File: src/rtl/brx_pkg.sv
package brx_pkg;

    typedef enum logic [1:0] {
        BRK_PLAIN = 2'b00,
        BRK_LINK  = 2'b01,
        BRK_XCHG  = 2'b10,
        BRK_XLINK = 2'b11
    } brk_e;

    function automatic logic kind_links(input brk_e k);
        return k[0];
    endfunction

    function automatic logic kind_swaps(input brk_e k);
        return k[1];
    endfunction

endpackage

File: src/rtl/brx_seq_addr.sv
module brx_seq_addr #(
    parameter int ADDR_W      = 32,
    parameter int WIDE_STEP   = 4,
    parameter int NARROW_STEP = 2
) (
    input  logic [ADDR_W-1:0] pc_i,
    input  logic              narrow_i,
    output logic [ADDR_W-1:0] seq_o,
    output logic [ADDR_W-1:0] seq_mark_o
);
    localparam logic [ADDR_W-1:0] STEP_W = ADDR_W'(WIDE_STEP);
    localparam logic [ADDR_W-1:0] STEP_N = ADDR_W'(NARROW_STEP);

    always_comb begin
        seq_o      = pc_i + (narrow_i ? STEP_N : STEP_W);
        seq_mark_o = seq_o + ADDR_W'(1);
    end
endmodule

File: src/rtl/brx_label_tgt.sv
module brx_label_tgt #(
    parameter int ADDR_W = 32,
    parameter int OFF_W  = 24,
    parameter int SHIFT  = 2,
    parameter int BIAS   = 8
) (
    input  logic [ADDR_W-1:0] pc_i,
    input  logic [OFF_W-1:0]  offset_i,
    output logic [ADDR_W-1:0] tgt_o
);
    localparam int EXT_W = ADDR_W - OFF_W - SHIFT;

    logic [ADDR_W-1:0] disp;

    generate
        if (EXT_W > 0) begin : g_ext
            assign disp = {{EXT_W{offset_i[OFF_W-1]}}, offset_i, {SHIFT{1'b0}}};
        end else begin : g_trunc
            logic [OFF_W+SHIFT-1:0] wide;
            assign wide = {offset_i, {SHIFT{1'b0}}};
            assign disp = wide[ADDR_W-1:0];
        end
    endgenerate

    always_comb begin
        tgt_o = pc_i + ADDR_W'(BIAS) + disp;
    end
endmodule

File: src/rtl/brx_reg_tgt.sv
module brx_reg_tgt #(
    parameter int ADDR_W = 32
) (
    input  logic [ADDR_W-1:0] opnd_i,
    output logic [ADDR_W-1:0] tgt_o,
    output logic              mode_o
);
    always_comb begin
        tgt_o  = {opnd_i[ADDR_W-1:1], 1'b0};
        mode_o = opnd_i[0];
    end
endmodule

File: src/rtl/brx_next_pc.sv
module brx_next_pc #(
    parameter int ADDR_W      = 32,
    parameter int OFF_W       = 24,
    parameter int OFF_SHIFT   = 2,
    parameter int PC_BIAS     = 8,
    parameter int WIDE_STEP   = 4,
    parameter int NARROW_STEP = 2
) (
    input  logic              clk_i,
    input  logic              rst_ni,
    input  logic [ADDR_W-1:0] pc_i,
    input  logic              narrow_i,
    input  logic [1:0]        kind_i,
    input  logic              use_reg_i,
    input  logic [OFF_W-1:0]  offset_i,
    input  logic [ADDR_W-1:0] opnd_i,
    input  logic              cond_ok_i,
    output logic [ADDR_W-1:0] pc_nxt_o,
    output logic              narrow_o,
    output logic              link_we_o,
    output logic [ADDR_W-1:0] link_o,
    output logic              taken_o
);
    import brx_pkg::*;

    typedef struct packed {
        logic [ADDR_W-1:0] pc;
        logic              narrow;
        logic              we;
        logic [ADDR_W-1:0] link;
        logic              taken;
    } res_t;

    res_t res_d, res_q;

    logic [ADDR_W-1:0] seq_addr, seq_mark, lab_tgt, reg_tgt;
    logic              reg_mode;
    brk_e              kind;
    logic              from_reg;

    brx_seq_addr #(
        .ADDR_W(ADDR_W), .WIDE_STEP(WIDE_STEP), .NARROW_STEP(NARROW_STEP)
    ) seq_i (
        .pc_i(pc_i), .narrow_i(narrow_i), .seq_o(seq_addr), .seq_mark_o(seq_mark)
    );

    brx_label_tgt #(
        .ADDR_W(ADDR_W), .OFF_W(OFF_W), .SHIFT(OFF_SHIFT), .BIAS(PC_BIAS)
    ) lab_i (
        .pc_i(pc_i), .offset_i(offset_i), .tgt_o(lab_tgt)
    );

    brx_reg_tgt #(.ADDR_W(ADDR_W)) reg_i (
        .opnd_i(opnd_i), .tgt_o(reg_tgt), .mode_o(reg_mode)
    );

    always_comb begin
        kind     = brk_e'(kind_i);
        from_reg = kind_swaps(kind) & (~kind_links(kind) | use_reg_i);

        res_d.pc     = seq_addr;
        res_d.narrow = narrow_i;
        res_d.we     = 1'b0;
        res_d.link   = '0;
        res_d.taken  = 1'b0;

        if (cond_ok_i) begin
            res_d.taken = 1'b1;
            if (from_reg) begin
                res_d.pc     = reg_tgt;
                res_d.narrow = reg_mode;
            end else begin
                res_d.pc     = lab_tgt;
                res_d.narrow = kind_swaps(kind) ? 1'b0 : narrow_i;
            end
            if (kind_links(kind)) begin
                res_d.we   = 1'b1;
                res_d.link = kind_swaps(kind) ? seq_mark : seq_addr;
            end
        end
    end

    always_ff @(posedge clk_i or negedge rst_ni) begin
        if (!rst_ni) begin
            res_q <= '0;
        end else begin
            res_q <= res_d;
        end
    end

    assign pc_nxt_o  = res_q.pc;
    assign narrow_o  = res_q.narrow;
    assign link_we_o = res_q.we;
    assign link_o    = res_q.link;
    assign taken_o   = res_q.taken;
endmodule

File: config.mk
export PLATFORM = sky130hd
export DESIGN_NAME = brx_next_pc
export DESIGN_NICKNAME = d
export VERILOG_FILES = /design/src/rtl/brx_pkg.sv /design/src/rtl/brx_seq_addr.sv /design/src/rtl/brx_label_tgt.sv /design/src/rtl/brx_reg_tgt.sv /design/src/rtl/brx_next_pc.sv
export SDC_FILE = /design/constraint.sdc
export NUM_CORES = 1
export LEC_CHECK = 0
export ABC_CLOCK_PERIOD_IN_PS = 800
export BUFFER_PORTS_ARGS = -buffer_cell sky130_fd_sc_hd__buf_4
export CAP_MARGIN = 0
export CELL_PAD_IN_SITES_DETAIL_PLACEMENT = 0
export CELL_PAD_IN_SITES_GLOBAL_PLACEMENT = 1
export CORE_MARGIN = 4
export CORE_UTILIZATION = 25
export DETAILED_ROUTE_END_ITERATION = 7
export PLACE_DENSITY_LB_ADDON = 0.1
export SYNTH_ARGS = -nofsm -noshare
export SYNTH_HDL_FRONTEND = slang
export SYNTH_SLANG_ARGS = --single-unit
File: constraint.sdc
create_clock -name clk_i -period 0.8 [get_ports clk_i]
set_clock_uncertainty 0.2 [all_clocks]
set_input_delay 0.12 -clock clk_i [delete_from_list [all_inputs] [get_ports clk_i]]
set_output_delay 0.12 -clock clk_i [all_outputs]
set_load 0.05 [all_outputs]
* Word-level counts from Yosys, hierarchy flattened
Cells that the tools add are included.
** Storage, ports and cells
- Register bits :: 67
- Input bits :: 95
- Output and inout port bits :: 67
- Word-level logic and storage cells :: 18
** Cells by class
- Add/sub/neg operators :: 4
- Mux-type cells :: 6
- Bitwise logic cells :: 3
** Operators by type and width (number)
- 67-bit two-way mux :: 1
- 33-bit two-way mux :: 2
- 32-bit adder :: 2
- 32-bit by 1-bit adder with 32-bit output (second input constant) :: 1
- 32-bit by 4-bit adder with 32-bit output (second input constant) :: 1
- 32-bit two-way mux :: 1
- 3-bit two-way mux :: 1
- 1-bit bitwise AND :: 1
- 1-bit two-way mux :: 1
- 1-bit NOT :: 1
- 1-bit bitwise OR :: 1

* Depth between registers and ports, before layout
- Depth after elaboration :: 6
- Mapped depth :: 15
- Mapped depth without buffers :: 14

* Cells and area by module
From an unflattened synthesis, not the netlist that was laid out.
** Unflattened totals
- Cell total of the unflattened synthesis :: 824
- Area, all modules :: 7008.0 um^2
** By module, submodules not included
- brx_next_pc :: times used 1, cells each 296, area each 3231.8 um^2, seq. area each 1676.6 um^2
- brx_label_tgt :: times used 1, cells each 275, area each 2033.2 um^2, seq. area each 0.0 um^2
- brx_seq_addr :: times used 1, cells each 219, area each 1491.4 um^2, seq. area each 0.0 um^2
- brx_reg_tgt :: times used 1, cells each 34, area each 251.5 um^2, seq. area each 0.0 um^2

* Worst setup path before layout
Ideal clock, no wire load.
- Path type :: input-to-reg
- Start :: input pc_i[3]
- End :: register res_q, in the netlist pc_nxt_o[31]
- Library setup time :: 0.104 ns
- Arrival :: 3.193 ns
- Required time :: 0.496 ns
- Slack :: -2.696 ns
- Stages on the path :: 15
- Path buffers :: 1
- Path through :: clkbuf_8 -> inv_1 -> ha_1 -> inv_1 -> ha_1 -> fa_1 -> a21o_1 -> a21o_1 -> a21oi_1 -> o31ai_1 -> a31oi_1 -> o21bai_1 -> a311oi_1 -> mux2_2 -> a221oi_1
** RTL lines
- start: declaration :: RTL line brx_next_pc.sv:11 : input logic [ADDR_W-1:0] pc_i,
- end signal: assignment :: RTL line brx_next_pc.sv:87 : res_q <= res_d;
- end: declaration :: RTL line brx_next_pc.sv:34 : res_t res_d, res_q;

==> summary.txt <==
Placed design
  – Final HPWL DP: 19600 µm
  – Dpl ws: -2650 ps
  – GPL Wtd Cong: 0.812
  – Post-DP Area: 0.00935 mm²
  – Port bufs: 161

Critical path
  – Setup crit end kind: flop
  – CP startpoint: pc_i[3]
  – Cells along the critical path: buf_8 > inv_8 > ha_4 > inv_2 > ha_4 > fa_2 > a21o_1 > a21o_1 > a21oi_4 > o31ai_4 > a31oi_4 > o21bai_4 > a311oi_2 > mux2_4 > a221oi_2
  – Critical path class: input port to flop
  – Worst endpoint required time: 830 ps
  – Crit path largest cell delay: 360 ps
  – Worst EP arrival: 2850 ps
  – Slowest cell on crit path: fa_2
  – Kind of start point of the critical path: input port
  – Crit path max fanout: 3

Run status
  – Status: finished, violations left
  – Failing checks: hold timing, setup timing

Floorplanning
  – Die Area: 0.0255 mm²
  – Initial core utilization: 25.4%
  – Std-Cell Rows: 55
  – Die height: 160 µm
  – Core footprint: 0.0226 mm²
  – Die width: 160 µm
  – I/O Pins: 162

STA
  – Worst setup margin: -2010 ps
  – Min cycle time layout: 2810 ps
  – Count of final hold-check violations: 33
  – Final Cycle Share: 351%
  – Max Freq: 356 MHz
  – Hold Worst Slack: -171 ps
  – Unrepaired setup endpoints after global routing: true
  – # setup viols final: 130
  – Tightest Pin Transition: 501 ps
  – Relative slew slack: 66.3%
  – Max Slew Vio Count: 0

Pwr
  – Peak supply drop: 0.856 mV
  – Sw Ratio: 37.0%
  – Clock share of power: 27.0%
  – Internal: 10400 µW
  – Leakage: 0.00515 µW
  – Sw power: 6080 µW
  – Comb pwr share: 49.1%
  – Part of the power in registers: 23.8%
  – Power per cell area: 1450 mW/mm²
  – Total power: 16400 µW

Global routing
  – GRT Total Usage: 18.9%
  – Initial antenna violation count: 0
  – Largest net degree at the start of global routing: 35
  – Vias in the first global route: 7024
  – First-pass GRT wire length: 38800 µm
  – Total gr overflow: 0

Clocking
  – Cts hold-fix bufs: 1
  – Max clock buf depth: 2
  – Clk pin slew, worst setup/hold paths: 60 ps
  – CTS tree: done
  – CTS root buf: clkbuf_16
  – H-Tree Depth: 3
  – CTS Sinks: 67
  – Cts bufs inserted: 9

Final layout
  – Fill count: 2138
  – Layout cells sized above 1: 61.9%
  – Nets: 1236
  – Area growth syn-to-layout: 97.3%
  – Final core occ: 50.2%
  – Final instance area: 0.0114 mm²
  – # diodes: 0
  – Storage cell area: 0.00176 mm²
  – Multi-input logic area: 0.00507 mm²

Synthesis
  – Top_reg_cell synth: dfrtp_1
  – EDFF count, synth: 0
  – Post-synthesis sequential area ratio: 29.1%
  – Synth async-reset ratio: 100%
  – Syn avg cell area: 8.52 µm²
  – Mapped Nets: 833
  – Post-Syn Instances: 676
  – Synth Cell Area: 0.00576 mm²
  – Ys Warns: 0
  – Post-synthesis cell type count: 62
  – Register bit total from synthesis: 67

Routing
  – Routed via count: 6553
  – Routed wire length: 24600 µm
  – Vias per inst: 4.79
  – DR DRC count: 0
  – DR iter-0 viols: 256
  – Post-detailed-route wirelength per cell: 18.0 µm
  – Post-route ant nets: 0
  – DR pass1 iterations: 4

Run
  – Max_cap viols: 0

Worst hold path
  – Worst min path class: input port to flop
  – Hold Crit Start: narrow_i
[registers in the layout (all words and copies together) (netlist names)]
| name | cells |
|---|---|
| narrow_o | 1 |
| link_o | 32 |
| link_we_o | 1 |
| taken_o | 1 |
| pc_nxt_o | 32 |
[kinds of logic (layout without fill, tap and decap cells)]
| logic type | after synthesis | in the layout | synth area share [%] |
|---|---|---|---|
| and+or+nand+nor | 250 | 250 | 21.9 |
| AOI/OAI and AO/OA | 169 | 169 | 18.9 |
| xor gates and xnor gates | 76 | 76 | 11.6 |
| DFF | 67 | 67 | 29.1 |
| adders and majority gates | 62 | 62 | 13.7 |
| buffers and inverters | 49 | 457 | 4.26 |
| muxes | 3 | 3 | 0.543 |
[Yosys cell counts, types with 17 or more instances]
| library cell | n | area [µm²] |
|---|---|---|
| clkbuf_1 | 19 | 71.3 |
| a21o_1 | 20 | 150 |
| nor3_1 | 19 | 95.1 |
| xnor2_1 | 41 | 359 |
| ha_1 | 60 | 751 |
| nor2_1 | 75 | 282 |
| xor2_1 | 35 | 307 |
| inv_1 | 19 | 71.3 |
| nand3_1 | 17 | 85.1 |
| nand2_1 | 68 | 255 |
| o21ai_0 | 31 | 155 |
| a21oi_1 | 47 | 235 |
| dfrtp_1 | 67 | 1680 |
| a31oi_1 | 19 | 119 |
[layout by cell type (no fill, tap or decap), types with 15 or more instances in the layout]
master,Yosys,final
xor2_1,35,32
a21oi_1,47,30
ha_1,60,36
buf_4,0,295
a31oi_1,19,16
nand3_1,17,15
ha_4,0,23
dfrtp_2,0,66
buf_6,5,107
nand2_1,68,60
a21o_1,20,19
xnor2_1,41,28
nor2_1,75,64
[timing repair]
| action | 4_1_cts | 5_1_grt |
|---|---|---|
| hold endpoints to repair | 101 | 32 |
| setup endpoints to repair | 131 | 130 |
| resized for setup | 232 | 65 |
| gates cloned | 1 | 0 |
| pin swaps | 105 | 80 |
| buffers inserted | 25 | 20 |
[area by class of cell]
| type | count | share of cell area [%] |
|---|---|---|
| sequential | 67 | 15.5 |
| tap | 285 | 3.14 |
| inverter | 19 | 0.760 |
| clock buffer | 9 | 1.98 |
| clock inverter | 7 | 0.881 |
| timing repair buffer | 422 | 33.1 |
| multi-input combinational | 560 | 44.6 |
[per-layer routing]
metal,share of wire (%),GRT usage (%),vias up
met4,1.6,4.73,0
li1,-,-,3263
met2,48,31.3,121
met1,46,26.1,3144
met5,0,0,-
met3,3.7,2.55,25
[path summary, 6_finish.rpt]
path	cells after the start	slack, ps	to
worst min-delay path	2	-170	narrow_o$_DFF_PN0_
max in group asynchronous	3	60	pc_nxt_o[22]$_DFF_PN0_
min in group asynchronous	3	100	link_o[9]$_DFF_PN0_
worst max-delay path	15	-2010	pc_nxt_o[31]$_DFF_PN0_
[power by group through the flow]
| stage | Combinational, µW | Sequential [µW] | Clock, µW |
|---|---|---|---|
| after floorplan | 2520 | 4960 | 0 |
| after global placement | 6480 | 3940 | 0 |
| after detailed placement | 6510 | 3940 | 0 |
| after CTS | 7640 | 3940 | 4520 |
| after global routing | 8650 | 3960 | 4680 |
| final | 8080 | 3920 | 4440 |
[per-stage QoR]
| stage | hold slack [ps] | cells | setup TNS, ps |
|---|---|---|---|
| 3_5_place_dp | -91.6 | 1316 | -123370 |
| 4_1_cts | -177 | 1358 | -117200 |
| 6_report | -171 | 1369 | -119390 |
| 5_1_grt | -168 | 1369 | -127330 |
| 2_1_floorplan | -376 | 676 | -97390 |
| 3_3_place_gp | -91.1 | 1316 | -122720 |
[worst max-delay path: cells and delay by family]
| family | cells | cell delay [ps] |
|---|---|---|
| compound gates | 8 | 1460 |
| fa+ha+maj | 3 | 770 |
| buf+inv | 3 | 150 |
| mux | 1 | 340 |
Power figures use the tool's default switching activity.
